--- config.mk ---
export PLATFORM = sky130hd
export DESIGN_NAME = bus_arbiter_rr
export DESIGN_NICKNAME = d
export VERILOG_FILES = /design/src/rtl/arb_pkg.sv /design/src/rtl/arb_rr_pick.sv /design/src/rtl/arb_burst_track.sv /design/src/rtl/arb_grant_dec.sv /design/src/rtl/bus_arbiter_rr.sv
export SDC_FILE = /design/constraint.sdc
export NUM_CORES = 1
export LEC_CHECK = 0
export ABC_AREA = 1
export BUFFER_PORTS_ARGS = -buffer_cell sky130_fd_sc_hd__buf_2
export CORE_UTILIZATION = 66
export DETAILED_ROUTE_END_ITERATION = 10
export GPL_TIMING_DRIVEN = 0
export PLACE_DENSITY_LB_ADDON = 0.25
export SYNTH_ARGS = -nofsm -noshare
export SYNTH_HDL_FRONTEND = slang
export SYNTH_SLANG_ARGS = --single-unit
--- constraint.sdc ---
create_clock -name clk -period 14.7 [get_ports clk]
set_input_delay 2.94 -clock clk [delete_from_list [all_inputs] [get_ports clk]]
set_output_delay 2.94 -clock clk [all_outputs]
set_load 0.03 [all_outputs]
--- src/rtl/arb_pkg.sv ---
package arb_pkg;

   typedef enum logic [1:0] {
      BURST_SINGLE = 2'b00,
      BURST_FOUR   = 2'b01,
      BURST_OPEN   = 2'b10,
      BURST_OPEN_B = 2'b11
   } burst_e;

   function automatic logic burst_is_open(input burst_e b);
      return b[1];
   endfunction

endpackage

--- src/rtl/arb_rr_pick.sv ---
module arb_rr_pick #(
   parameter int N_MASTERS = 5,
   parameter int IDX_W     = $clog2(N_MASTERS)
) (
   input  logic [N_MASTERS-1:0] req_i,
   input  logic [IDX_W-1:0]     last_i,
   output logic                 any_o,
   output logic [IDX_W-1:0]     win_o
);

   if (N_MASTERS < 2) begin : g_bad_count
      $error("arb_rr_pick needs at least two masters");
   end

   always_comb begin
      logic found;
      found = 1'b0;
      win_o = '0;
      for (int k = 1; k <= N_MASTERS; k++) begin
         int idx;
         idx = (int'(last_i) + k) % N_MASTERS;
         if (!found && req_i[idx]) begin
            win_o = IDX_W'(idx);
            found = 1'b1;
         end
      end
   end

   assign any_o = |req_i;

endmodule

--- src/rtl/arb_burst_track.sv ---
module arb_burst_track
   import arb_pkg::*;
#(
   parameter int FIXED_BEATS = 4,
   parameter int CNT_W       = $clog2(FIXED_BEATS + 1)
) (
   input  logic       clk,
   input  logic       rst_n,
   input  logic       ready_i,
   input  logic       start_i,
   input  logic [1:0] burst_i,
   input  logic       lock_win_i,
   input  logic       own_req_i,
   output logic       busy_o,
   output logic       lock_o
);

   if (FIXED_BEATS < 1 || FIXED_BEATS >= 2**CNT_W) begin : g_bad_beats
      $error("arb_burst_track: beat count does not fit its counter");
   end

   burst_e           kind;
   logic [CNT_W-1:0] beats_q;
   logic             open_q;
   logic             lock_q;
   logic             release_ok;

   assign kind       = burst_e'(burst_i);
   assign release_ok = ready_i && !own_req_i;

   always_ff @(posedge clk or negedge rst_n) begin
      if (!rst_n) begin
         beats_q <= '0;
         open_q  <= 1'b0;
         lock_q  <= 1'b0;
      end else begin
         if (start_i && kind == BURST_FOUR)
            beats_q <= CNT_W'(FIXED_BEATS);
         else if (ready_i && beats_q != '0)
            beats_q <= beats_q - 1'b1;

         if (start_i && burst_is_open(kind))
            open_q <= 1'b1;
         else if (open_q && release_ok)
            open_q <= 1'b0;

         if (start_i && lock_win_i)
            lock_q <= 1'b1;
         else if (lock_q && release_ok)
            lock_q <= 1'b0;
      end
   end

   assign busy_o = (beats_q != '0) || open_q || lock_q;
   assign lock_o = lock_q;

   assert_beats_bound_R5: assert property (@(posedge clk) disable iff (!rst_n)
      beats_q <= CNT_W'(FIXED_BEATS));

   assert_beats_step_R5: assert property (@(posedge clk) disable iff (!rst_n)
      (beats_q != '0 && ready_i) |=> beats_q == $past(beats_q) - 1'b1);

   assert_no_start_busy_R5: assert property (@(posedge clk) disable iff (!rst_n)
      start_i |-> beats_q == '0 && !open_q && !lock_q);

   assert_lock_rise_R10: assert property (@(posedge clk) disable iff (!rst_n)
      $rose(lock_q) |-> $past(start_i) && $past(lock_win_i));

endmodule

--- src/rtl/arb_grant_dec.sv ---
module arb_grant_dec #(
   parameter int                 N_MASTERS    = 5,
   parameter int                 IDX_W        = $clog2(N_MASTERS),
   parameter logic [N_MASTERS-1:0] ACT_LOW_MASK = '0
) (
   input  logic [IDX_W-1:0]     sel_i,
   output logic [N_MASTERS-1:0] lvl_o
);

   for (genvar g = 0; g < N_MASTERS; g++) begin : g_line
      if (ACT_LOW_MASK[g]) begin : g_low
         assign lvl_o[g] = (sel_i != IDX_W'(g));
      end else begin : g_high
         assign lvl_o[g] = (sel_i == IDX_W'(g));
      end
   end

endmodule

--- src/rtl/bus_arbiter_rr.sv ---
module bus_arbiter_rr #(
   parameter  int N_MASTERS   = 5,
   parameter  int FIXED_BEATS = 4,
   localparam int IDX_W       = $clog2(N_MASTERS)
) (
   input  logic                 clk,
   input  logic                 rst_n,
   input  logic [N_MASTERS-1:0] req_i,
   input  logic [N_MASTERS-1:0] lock_i,
   input  logic                 ready_i,
   input  logic [1:0]           burst_i,
   output logic                 grant0_n_o,
   output logic [N_MASTERS-1:1] grant_o,
   output logic [IDX_W-1:0]     owner_o,
   output logic                 own_req_o,
   output logic                 mlock_o,
   output logic                 start_o
);

   localparam logic [N_MASTERS-1:0] LOW_MASK = N_MASTERS'(1);

   if (N_MASTERS > 2**IDX_W || N_MASTERS < 2) begin : g_bad_masters
      $error("bus_arbiter_rr: master count out of range");
   end

   logic [IDX_W-1:0]     owner_q;
   logic                 ready_q;
   logic                 any_req;
   logic [IDX_W-1:0]     win_idx;
   logic [IDX_W-1:0]     grant_idx;
   logic                 busy;
   logic                 start_ok;
   logic [N_MASTERS-1:0] grant_lvl;

   arb_rr_pick #(.N_MASTERS(N_MASTERS), .IDX_W(IDX_W)) u_pick (
      .req_i  (req_i),
      .last_i (owner_q),
      .any_o  (any_req),
      .win_o  (win_idx)
   );

   assign start_ok = ready_q && ready_i;
   assign start_o  = !busy && any_req && start_ok;

   always_comb begin
      if (busy)          grant_idx = owner_q;
      else if (!any_req) grant_idx = '0;
      else if (start_ok) grant_idx = win_idx;
      else               grant_idx = owner_q;
   end

   arb_burst_track #(.FIXED_BEATS(FIXED_BEATS)) u_track (
      .clk        (clk),
      .rst_n      (rst_n),
      .ready_i    (ready_i),
      .start_i    (start_o),
      .burst_i    (burst_i),
      .lock_win_i (lock_i[win_idx]),
      .own_req_i  (req_i[owner_q]),
      .busy_o     (busy),
      .lock_o     (mlock_o)
   );

   always_ff @(posedge clk or negedge rst_n) begin
      if (!rst_n) begin
         owner_q <= '0;
         ready_q <= 1'b0;
      end else begin
         ready_q <= ready_i;
         if (ready_i) owner_q <= grant_idx;
      end
   end

   arb_grant_dec #(.N_MASTERS(N_MASTERS), .IDX_W(IDX_W), .ACT_LOW_MASK(LOW_MASK)) u_dec (
      .sel_i (grant_idx),
      .lvl_o (grant_lvl)
   );

   assign grant0_n_o = grant_lvl[0];
   assign grant_o    = grant_lvl[N_MASTERS-1:1];
   assign owner_o    = owner_q;
   assign own_req_o  = req_i[owner_q];

   assert_owner_range_R1: assert property (@(posedge clk) disable iff (!rst_n)
      owner_q < IDX_W'(N_MASTERS));

   assert_start_prev_ready_R3: assert property (@(posedge clk) disable iff (!rst_n)
      start_o |-> $past(ready_i));

   assert_hold_owner_R5: assert property (@(posedge clk) disable iff (!rst_n)
      busy |-> grant_idx == owner_q);

   assert_handover_R8: assert property (@(posedge clk) disable iff (!rst_n)
      ready_i |=> owner_q == $past(grant_idx));

   assert_owner_stall_R8: assert property (@(posedge clk) disable iff (!rst_n)
      !ready_i |=> $stable(owner_q));

   assert_one_grant_R9: assert property (@(posedge clk) disable iff (!rst_n)
      $onehot({grant_o, ~grant0_n_o}));

endmodule

# Yosys cells after proc, flatten, opt, wreduce, memory -nomap -nowiden
# Cells that the tools add are included.
# word_totals
regBits	9
rom_bits	0
memories	0
output_inout_bits	11
mem_bits_rw	0
latch_bits	0
elab_cells	93
inputBits	15
# op_classes
n_eq_ne	5
reduce_logical	28
magnitude_cmp	7
add_sub_neg	6
bitwise_logic	0
div	5
n_mul	0
shift	0
mux	37
# ops
cell	count
less-than comparator 32 x 5 -> 1 bit (second input constant)	5
remainder unit 32 x 4 -> 32 bit (second input constant)	5
two-way mux 3 bit	10
binary-select mux 1 bit (select 3 bit)	7
two-way mux 1 bit	20
logical AND 1 bit	14
adder 3 x 2 -> 4 bit (second input constant)	2
adder 3 x 3 -> 4 bit (second input constant)	2
less-than comparator 3 x 4 -> 1 bit (second input constant)	2
== test 3 x 2 -> 1 bit (second input constant)	2
zero test 1 bit	6
nonzero test 2 bit	3
nonzero test 3 bit	2
OR reduction 5 bit	1
adder 3 x 1 -> 4 bit (second input constant)	1
== test 3 x 1 -> 1 bit (second input constant)	1
== test 3 bit (second input constant)	1
subtractor 3 x 1 -> 3 bit (second input constant)	1
== test 2 x 1 -> 1 bit (second input constant)	1
logical OR 1 bit	2

# Depth between registers and ports, before layout
# Gate-level depths: netlist of the first run.
# logic_depth
word_depth	22
ltp_mapped	35
depth_no_buf	33

# Cells and area by module
# Synthesis of the first run repeated with hierarchy kept, for this count alone.
# unflattened
hier_cells	404
hier_area_um2	2378.5
# modules_own_cells
mod	cells_per_inst	area_per_inst_um2	instances	seq_area_each_um2
arb_rr_pick	287	1675.4	1	0.0
bus_arbiter_rr	65	359.1	1	100.1
arb_burst_track	41	301.5	1	125.1
arb_grant_dec	11	42.5	1	0.0

# Least setup slack after synthesis of the first run
# Ideal clock, no wire load.
# synth_timing
path_kind	input to output
from	in req_i[2]
to	out grant_o[2] (netlist name)
arrival_time_ns	4.744
setup_slack_ns	7.016
required_time_ns	11.760
path_buffers	0
cell_stages	16
path_cell_list	inv_1 o21ai_0 inv_1 o21ai_0 nand2_1 nand2_1 inv_1 nand4_1 nor2_1 nor2_4 nand2_2 o21ai_2 inv_2 nor2_2 nand2_1 nor2_1
# synth_between
elab_chain_cells	20
word_cells_on_any_way	37
cone_classes	eq/ne (1); mux (27); reduce/logical (9)
# synth_lines
element	line_no	rtl
start, declared	bus_arbiter_rr.sv:8	input logic [N_MASTERS-1:0] req_i,
binary-select mux 1 bit (select 3 bit)	arb_rr_pick.sv:22	if (!found && req_i[idx]) begin
two-way mux 1 bit (not written as such) (2 in series)	arb_rr_pick.sv:22	
two-way mux 1 bit	arb_rr_pick.sv:22	
zero test 1 bit	arb_rr_pick.sv:22	
logical AND 1 bit	arb_rr_pick.sv:22	
two-way mux 1 bit	arb_rr_pick.sv:22	
zero test 1 bit	arb_rr_pick.sv:22	
logical AND 1 bit	arb_rr_pick.sv:22	
(+3 left out)	-	
two-way mux 1 bit	arb_rr_pick.sv:22	
zero test 1 bit	arb_rr_pick.sv:22	
logical AND 1 bit	arb_rr_pick.sv:22	
two-way mux 3 bit	arb_rr_pick.sv:22	
two-way mux 3 bit	bus_arbiter_rr.sv:48	else if (start_ok) grant_idx = win_idx;
two-way mux 3 bit (*)	bus_arbiter_rr.sv:47	else if (!any_req) grant_idx = '0;
two-way mux 3 bit (*)	bus_arbiter_rr.sv:46	if (busy) grant_idx = owner_q;
== test 3 x 2 -> 1 bit (*)	arb_grant_dec.sv:14	assign lvl_o[g] = (sel_i == IDX_W'(g));
end, declared	bus_arbiter_rr.sv:13	output logic [N_MASTERS-1:1] grant_o,
# Mark *: on every way between the ends. The rest lies on a longest branch, timed or not. The select of a mux whose other input is x is not followed.

# Final worst setup path of the first run
# layout_timing
from	reg owner_q[0], in the netlist owner_o[0]
to	out grant_o[3] (netlist name)
# layout_between
elab_chain_cells	22
word_cells_on_any_way	46
cone_classes	add/sub (5); div (5); eq/ne (1); mux (27); reduce/logical (8)
# layout_lines
element	line_no	rtl
start, declared	bus_arbiter_rr.sv:26	logic [IDX_W-1:0] owner_q;
start signal, assigned	bus_arbiter_rr.sv:70	if (ready_i) owner_q <= grant_idx;
adder 3 x 1 -> 4 bit	arb_rr_pick.sv:21	idx = (int'(last_i) + k) % N_MASTERS;
remainder unit 32 x 4 -> 32 bit	arb_rr_pick.sv:21	
binary-select mux 1 bit (select 3 bit)	arb_rr_pick.sv:22	
two-way mux 1 bit (not written as such) (2 in series)	arb_rr_pick.sv:22	
two-way mux 1 bit	arb_rr_pick.sv:22	
zero test 1 bit	arb_rr_pick.sv:22	
logical AND 1 bit	arb_rr_pick.sv:22	
two-way mux 1 bit	arb_rr_pick.sv:22	
(+5 left out)	-	
two-way mux 1 bit	arb_rr_pick.sv:22	
zero test 1 bit	arb_rr_pick.sv:22	
logical AND 1 bit	arb_rr_pick.sv:22	
two-way mux 3 bit	arb_rr_pick.sv:22	
two-way mux 3 bit	bus_arbiter_rr.sv:48	
two-way mux 3 bit	bus_arbiter_rr.sv:47	
two-way mux 3 bit (*)	bus_arbiter_rr.sv:46	
== test 3 x 2 -> 1 bit (*)	arb_grant_dec.sv:14	
# Marked as above.

==> flow_results.org, run 1 <==
** Status
- The run finished with clean final reports.

** CTS
- TritonCTS built the clock tree.
- Clock latency on the worst-skew pair, taken at its later pin, is 0.24 ns.
- Setup fix buffers added after clock tree synthesis :: 0
- Cts bufs inserted :: 3
- CTS hold repair buffers :: 0
- Clock root cell :: sky130_fd_sc_hd__clkbuf_8
- Clock-pin slew was measured on the worst setup and hold paths at 0.05 ns.
- Cts repair resizes :: 0
- The clock passes through at most 2 buffers.
- CTS built an H-tree with a depth of 1.
- For this design, the sink count on the clock tree is 9.

** Die
- 26 I/O pins were placed.
- The die covers 4020 um2.
- For this configuration, the core starts out at a cell density of 71.7%.
- In this run the vertical extent of the chip is 63.4 um.
- The core region is 3470 um2.
- FP Rows :: 21
- Horiz. Die Dim :: 63.4 um

** Logic synthesis
- Number of enable flip-flop cells after synthesis :: 0
- The synthesized design contains 9 register bits.
- sky130_fd_sc_hd__nand2_1 takes more of the synthesized area than any other cell.
- Fraction of registers with async set or reset after synthesis :: 100%
- Synthesized area per cell :: 6.13 um2
- The commonest cells after synthesis are 109 x sky130_fd_sc_hd__nand2_1, 54 x sky130_fd_sc_hd__nand3_1, 51 x sky130_fd_sc_hd__inv_1.
- By area the synthesized netlist is led by sky130_fd_sc_hd__nand2_1 16%, sky130_fd_sc_hd__ha_1 14%, sky130_fd_sc_hd__nand3_1 11%, sky130_fd_sc_hd__dfrtp_1 9.1%, sky130_fd_sc_hd__inv_1 7.7%.
- The cell count after synthesis came out at 406.
- After synthesis the cells add up to 2490 um2.
- Top_reg_cell synth :: sky130_fd_sc_hd__dfrtp_1
- Summed over its instances, the top area cell type makes up 16.4% of the synthesized netlist area.
- For this run, the register share of the synthesized area comes to 9.05%.
- In this run, distinct cell masters in the synthesized netlist total 38.
- Net count after synthesis :: 450
- Yosys instantiated no cell more often than sky130_fd_sc_hd__nand2_1.
- Synth warnings :: 0

** Layout
- The number of antenna diodes in the final layout is 0.
- After routing the design area is 2720 um2.
- Measured on the finished design, the core utilization comes to 78.3%.
- Area growth, synth to finish :: 9.15%
- Ratio of cells with drive above 1 in the final layout :: 23.0%
- Final #Nets :: 480

** Critical path
- STA classifies the critical path endpoint as an output pin.
- At the worst endpoint, the arrival time is 5.38 ns.
- The endpoint identified for the worst register-to-register timing path is u_track.lock_o.
- Type of origin of the critical path :: register
- In this run the register-to-register setup slack is 9.64 ns.
- CP required :: 11.76 ns
- In this run the worst path has a maximum fanout of 13.
- Depth of the worst register-to-register path :: 27
- By startpoint and endpoint, the worst setup path is classified as register to output pin.
- In this run the critical register-to-register path is launched from owner_o[0].

** Timing
- Setup repair after global routing left no endpoint under its margin.
- The worst path uses 56.6% of the clock period.
- Least-Margin Pin Slew :: 0.725 ns
- The count of final max-slew check failures is 0.
- Setup violations remaining at the end of the flow were counted as 0.
- On the final layout, the worst clock skew is 0.000891 ns.
- Worst-case setup margin in the final layout :: 6.38 ns
- The number of hold violations in the final report is 0.
- Timing would allow up to 120 MHz.
- The clock period could shrink to 8.32 ns.
- Max_slew headroom :: 51.7%
- In the final timing run, aggregate negative setup slack is 0 ns.

** Drt
- In this run the remaining antenna-violating nets after routing total 0.
- Residual DRC :: 0
- Via count :: 2682
- The first detailed-routing pass took 5 iterations.
- Using the TritonRoute via totals, the vias-per-cell ratio works out to 5.58.
- After detailed routing, the average wire length per cell comes to 12.6 um.
- In this run, the number of DRC markers left after iteration 0 of detailed routing was 206.
- After detailed routing, the total wire length is 6040 um.

** Placed design
- After detailed placement, the total cell area comes to 2670 um2.
- Prior to clock tree synthesis, the placed netlist has a worst setup slack of 6.76 ns.
- In this run the tool buffered the top-level ports with 25 buffer cells.
- DP HPWL :: 4860 um
- Final estimated routing congestion in global placement :: 0.930

** Run
- Across the run, the number of max-cap violations was 0.

** Global route
- Global routing finished with a remaining overflow of 0.
- Maximum number of pins on one net before global-route repair :: 14
- The initial antenna violation count was 0.
- Overall Global Routing Usage :: 32.4%
- The first global-routing pass estimated 10800 um of wire.
- The number of global-route vias before repair is 2567.

** Min path
- The path class of the tightest hold or removal check is register to register.
- Counting instances, the worst hold path has a depth of 2.
- Hold path startpoint :: u_track.open_q
- Hold endpoint :: u_track.open_q
worst max-delay path by stage:
stage,from,end,slack (ns),depth (start not counted)
floorplan,req_i[2],grant_o[2],7.02,16
global placement,req_i[2],grant_o[4],6.88,18
detailed placement,owner_o[0],grant_o[3],6.76,28
CTS,owner_o[0],grant_o[3],6.44,27
global route,owner_o[0],grant_o[1],5.88,27
finish,owner_o[0],grant_o[3],6.38,27
state kept, by name (all words and copies together), names as in the netlist:
signal / cells
owner_o: 3
u_track.beats_q: 3
ready_q: 1
u_track.lock_o: 1
u_track.open_q: 1
through the flow:
step | hold slack [ns] | std cells
final | 0.505 | 481
after global routing | 0.514 | 481
after CTS | 0.508 | 481
after detailed placement | 0.494 | 477
after global placement | 0.477 | 477
after floorplan | 0.454 | 406
worst max-delay path, cell delays in order, from the launching register on:
cell	delay, ns
sky130_fd_sc_hd__dfrtp_1	0.48
sky130_fd_sc_hd__buf_4	0.22
sky130_fd_sc_hd__inv_1	0.20
sky130_fd_sc_hd__buf_1	0.59
sky130_fd_sc_hd__ha_1	0.38
sky130_fd_sc_hd__buf_2	0.21
sky130_fd_sc_hd__inv_1	0.21
sky130_fd_sc_hd__ha_1	0.20
sky130_fd_sc_hd__inv_1	0.06
sky130_fd_sc_hd__ha_1	0.26
sky130_fd_sc_hd__inv_1	0.06
sky130_fd_sc_hd__nand2_1	0.04
sky130_fd_sc_hd__o21ai_0	0.30
sky130_fd_sc_hd__nand2_1	0.17
sky130_fd_sc_hd__o21ai_0	0.40
sky130_fd_sc_hd__nand3_1	0.14
sky130_fd_sc_hd__nand3_1	0.10
sky130_fd_sc_hd__nand2_1	0.07
sky130_fd_sc_hd__inv_2	0.08
sky130_fd_sc_hd__nand4_1	0.13
sky130_fd_sc_hd__nor3_2	0.18
sky130_fd_sc_hd__a21oi_2	0.07
sky130_fd_sc_hd__nand2_2	0.08
sky130_fd_sc_hd__nand2_1	0.06
sky130_fd_sc_hd__nand2_2	0.10
sky130_fd_sc_hd__nand2_1	0.06
sky130_fd_sc_hd__nor2_1	0.08
sky130_fd_sc_hd__buf_2	0.19
kinds of logic after synthesis:
group,after synthesis,synth area share [%]
buffers and inverters,67,10.5
flip-flops,9,9.05
XOR/XNOR,4,1.41
AND/OR/NAND/NOR,253,53.3
AO/OA/AOI/OAI,44,10.9
adder cells (fa/ha/maj),29,14.9
layout make-up:
type / count / area [um2]
buffer: 7 / 32.5
multi-input combinational: 330 / 2000
sequential: 9 / 225
tap: 46 / 57.6
fill: 295 / 753
inverter: 60 / 228
clock buffer: 4 / 45.0
timing repair buffer: 25 / 125
cell usage in the layout (no fill, tap or decap), drive strengths merged:
cell type	instances
nand2	140
nand3	66
clkbuf	7
o21ai	24
o31ai	1
o41ai	1
a21oi	13
nand4	11
buf	29
nor2	31
o21a	1
clkinv	1
nor3	2
ha	28
a31o	1
xor2	3
dfrtp	9
fa	1
xnor2	1
nand3b	2
o211ai	3
or2	1
inv	59
routing by layer:
layer	global-route usage, %	up-vias	share of wire [%]
li1	-	1370	-
met1	41.7	1212	46
met2	56.5	88	48
met3	4.17	12	5.1
met4	8.24	0	1.2
met5	0	-	0
Power of run 1 is not shown: default switching activity piles up to over one toggle a cycle in this logic, so the estimate is an artifact.
==> run 2, diff against run 1 <==
- CORE_UTILIZATION: 66 -> 61
- clock period: 14.7 -> 7.7 ns (I/O delays scaled with it)
==> flow_results.org, run 2 (synthesized netlist as in run 1, its figures left out) <==
** Placed design
- The number of I/O port buffers came to 25 (unchanged).
- The half-perimeter wire length after detailed placement was 4630 um (was 4860 um).
- Final estimated routing congestion in global placement :: 0.957 (was 0.930)

** Drt
- The number of nets with antenna violations after detailed routing was 0 (unchanged).
- Number of DRC violations after detailed-routing iteration 0 :: 169 (was 206)
- The routed wire length per instance was 11.9 um (was 12.6 um).
- The via density per instance came to 5.39 (was 5.58).
- Via count :: 2603 (was 2682)
- DR pass1 iterations :: 4 (was 5)
- Residual DRC :: 0 (unchanged)
- The wire length after detailed routing is 5740 um (was 6040 um).

** Die
- The placeable core region was 3770 um2 (was 3470 um2).
- The number of top-level pins is 26 (unchanged).
- Effective utilization at floorplan :: 66.0% (was 71.7%)
- DIE AREA :: 4340 um2 (was 4020 um2)
- Horiz. Die Dim :: 65.9 um (was 63.4 um)
- The die outline height is 65.9 um (was 63.4 um).
- The number of rows in the core area is 22 (was 21).

** Critical path
- Worst reg2reg startpoint :: owner_o[0] (unchanged)
- The critical-path maximum fanout was 13 (unchanged).
- CP required :: 6.16 ns (was 11.76 ns)
- Crit-path most repeated cell :: sky130_fd_sc_hd__nand2_1 (unchanged)
- The largest delay contributor family on the critical path was buffers and inverters (unchanged).
- The worst reg2reg path depth is 28 (was 27).
- Path length in cells of the critical path :: 28 (was 27)
- The sort of element at the end of the critical path is an output pin (unchanged).
- Critical path buffer and inverter count :: 7 (was 9)
- The destination of the critical timing path is grant_o[4] (was grant_o[3]).
- End of the worst register-to-register path :: u_track.lock_o (unchanged)
- Data arrival time at the worst-slack endpoint :: 5.25 ns (was 5.38 ns)
- Worst setup path start :: owner_o[0] (unchanged)
- Max stage delay cell, worst path :: sky130_fd_sc_hd__buf_1 (unchanged)
- Type of origin of the critical path :: register (unchanged)
- Register-to-Register Setup Slack :: 2.75 ns (was 9.64 ns)
- Critical path class :: register to output pin (unchanged)
- The highest cell delay on the worst timing path is 0.56 ns (was 0.59 ns).

** Layout
- Final #Nets :: 480 (unchanged)
- The number of antenna repair diodes came to 0 (unchanged).
- The ratio of cells with drive above 1 in the final layout was 23.0% (unchanged).
- The most frequent standard cell in the layout excluding fill and tap cells is sky130_fd_sc_hd__nand2_1 (unchanged).
- Highest-count cells in the layout ignoring fill and taps: 109 x sky130_fd_sc_hd__nand2_1, 54 x sky130_fd_sc_hd__nand3_1, 51 x sky130_fd_sc_hd__inv_1, 28 x sky130_fd_sc_hd__ha_1, 27 x sky130_fd_sc_hd__buf_2 (unchanged).
- The layout overhead on the synthesized area was 9.26% (was 9.15%).

** Global route
- The initial antenna violation count came to 0 (unchanged).
- Total congestion overflow :: 0 (unchanged)
- The number of global-route vias before repair came to 2381 (was 2567).
- Maximum number of pins on one net before global-route repair :: 14 (unchanged)
- Overall Global Routing Usage :: 29.2% (was 32.4%)
- The wire length of the first global-routing pass came to 10100 um (was 10800 um).

** Timing
- The clock period could shrink to 6.79 ns.
- The count of final max-slew check failures is 0 (unchanged).
- Sum of negative setup slack :: 0 ns (unchanged)
- The setup clock skew after layout was 0.00321 ns (was 0.000891 ns).
- The transition time at the pin with the least slew margin came to 0.674 ns (was 0.725 ns).
- Fraction of the cycle the final worst path needs :: 88.2%
- Unrepaired setup endpoints after global routing :: false (unchanged)
- The setup-violating endpoint count in the final report came to 0 (unchanged).
- Top achievable clock speed :: 147 MHz
- Final hold violations :: 0 (unchanged)
- Max_slew headroom :: 55.1% (was 51.7%)

** CTS
- The number of buffers between clock root and the deepest sink was 2 (unchanged).
- The number of buffers inserted to repair setup after CTS is 0 (unchanged).
- The total clock sinks was 9 (unchanged).
- Worst-skew pair later-pin latency :: 0.23 ns (was 0.24 ns)
- Cts bufs inserted :: 3 (unchanged)
- The number of levels in the clock H-tree came to 1 (unchanged).
- Worst-path clk slew :: 0.05 ns (about the same)
- The TritonCTS clock tree is yes (unchanged).
- Clock root cell :: sky130_fd_sc_hd__clkbuf_8 (unchanged)
- Cts repair resizes :: 0 (unchanged)
- CTS hold repair buffers :: 0 (unchanged)

** Min path
- Path category of the worst min-delay check :: register to register (unchanged)

** Run
- Max-cap violations :: 0 (unchanged)

** Status
- Outcome :: completed (unchanged)
run 2: final cells by class:
type / count / area (um2)
buffer: 7 / 32.5
clock buffer: 4 / 45.0
fill: 327 / 1050
inverter: 60 / 228
multi-input combinational: 330 / 2000
sequential: 9 / 225
tap: 48 / 60.1
timing repair buffer: 25 / 125
run 2: per-stage QoR:
step / setup slack (ns) / utilization (%) / hold WS, ns / cells / instance area, um2
6_report: 0.906 / 72.1 / 0.494 / 483 / 2720
5_1_grt: 0.308 / 72.1 / 0.536 / 483 / 2720
4_1_cts: 0.973 / 72.1 / 0.498 / 483 / 2720
3_5_place_dp: 1.22 / 70.9 / 0.478 / 479 / 2670
3_3_place_gp: 1.30 / 70.9 / 0.469 / 479 / 2670
2_1_floorplan: 1.66 / - / 0.454 / 406 / 2490
run 2: metal layers:
layer / vias to the layer above / routed length [um] / global-route usage (%)
li1: 1369 / - / -
met1: 1177 / 2840 / 38.3
met2: 55 / 2660 / 51.3
met3: 2 / 233 / 3.79
met4: 0 / 8 / 4.08
met5: - / 0 / 0
run 2: worst min path at each step:
stage,endpoint,slack [ns],start,cells after the start
finish,u_track.open_q,0.49,u_track.open_q,2
global route,u_track.lock_o,0.54,u_track.lock_o,2
CTS,u_track.open_q,0.50,u_track.open_q,2
detailed placement,u_track.open_q,0.48,u_track.open_q,2
global placement,u_track.open_q,0.47,u_track.open_q,2
floorplan,u_track.open_q,0.45,u_track.open_q,2
run 2: worst reg2reg max path, delay by kind of cell (launching register included):
kind            cells  cell delay, ns
fa+ha+maj           3            0.79
buf+inv             6            1.18
simple gates       17            1.77
xor+xnor            1            0.23
flops               1            0.47
compound gates      1            0.40
Power of run 2 is left out for the same reason.
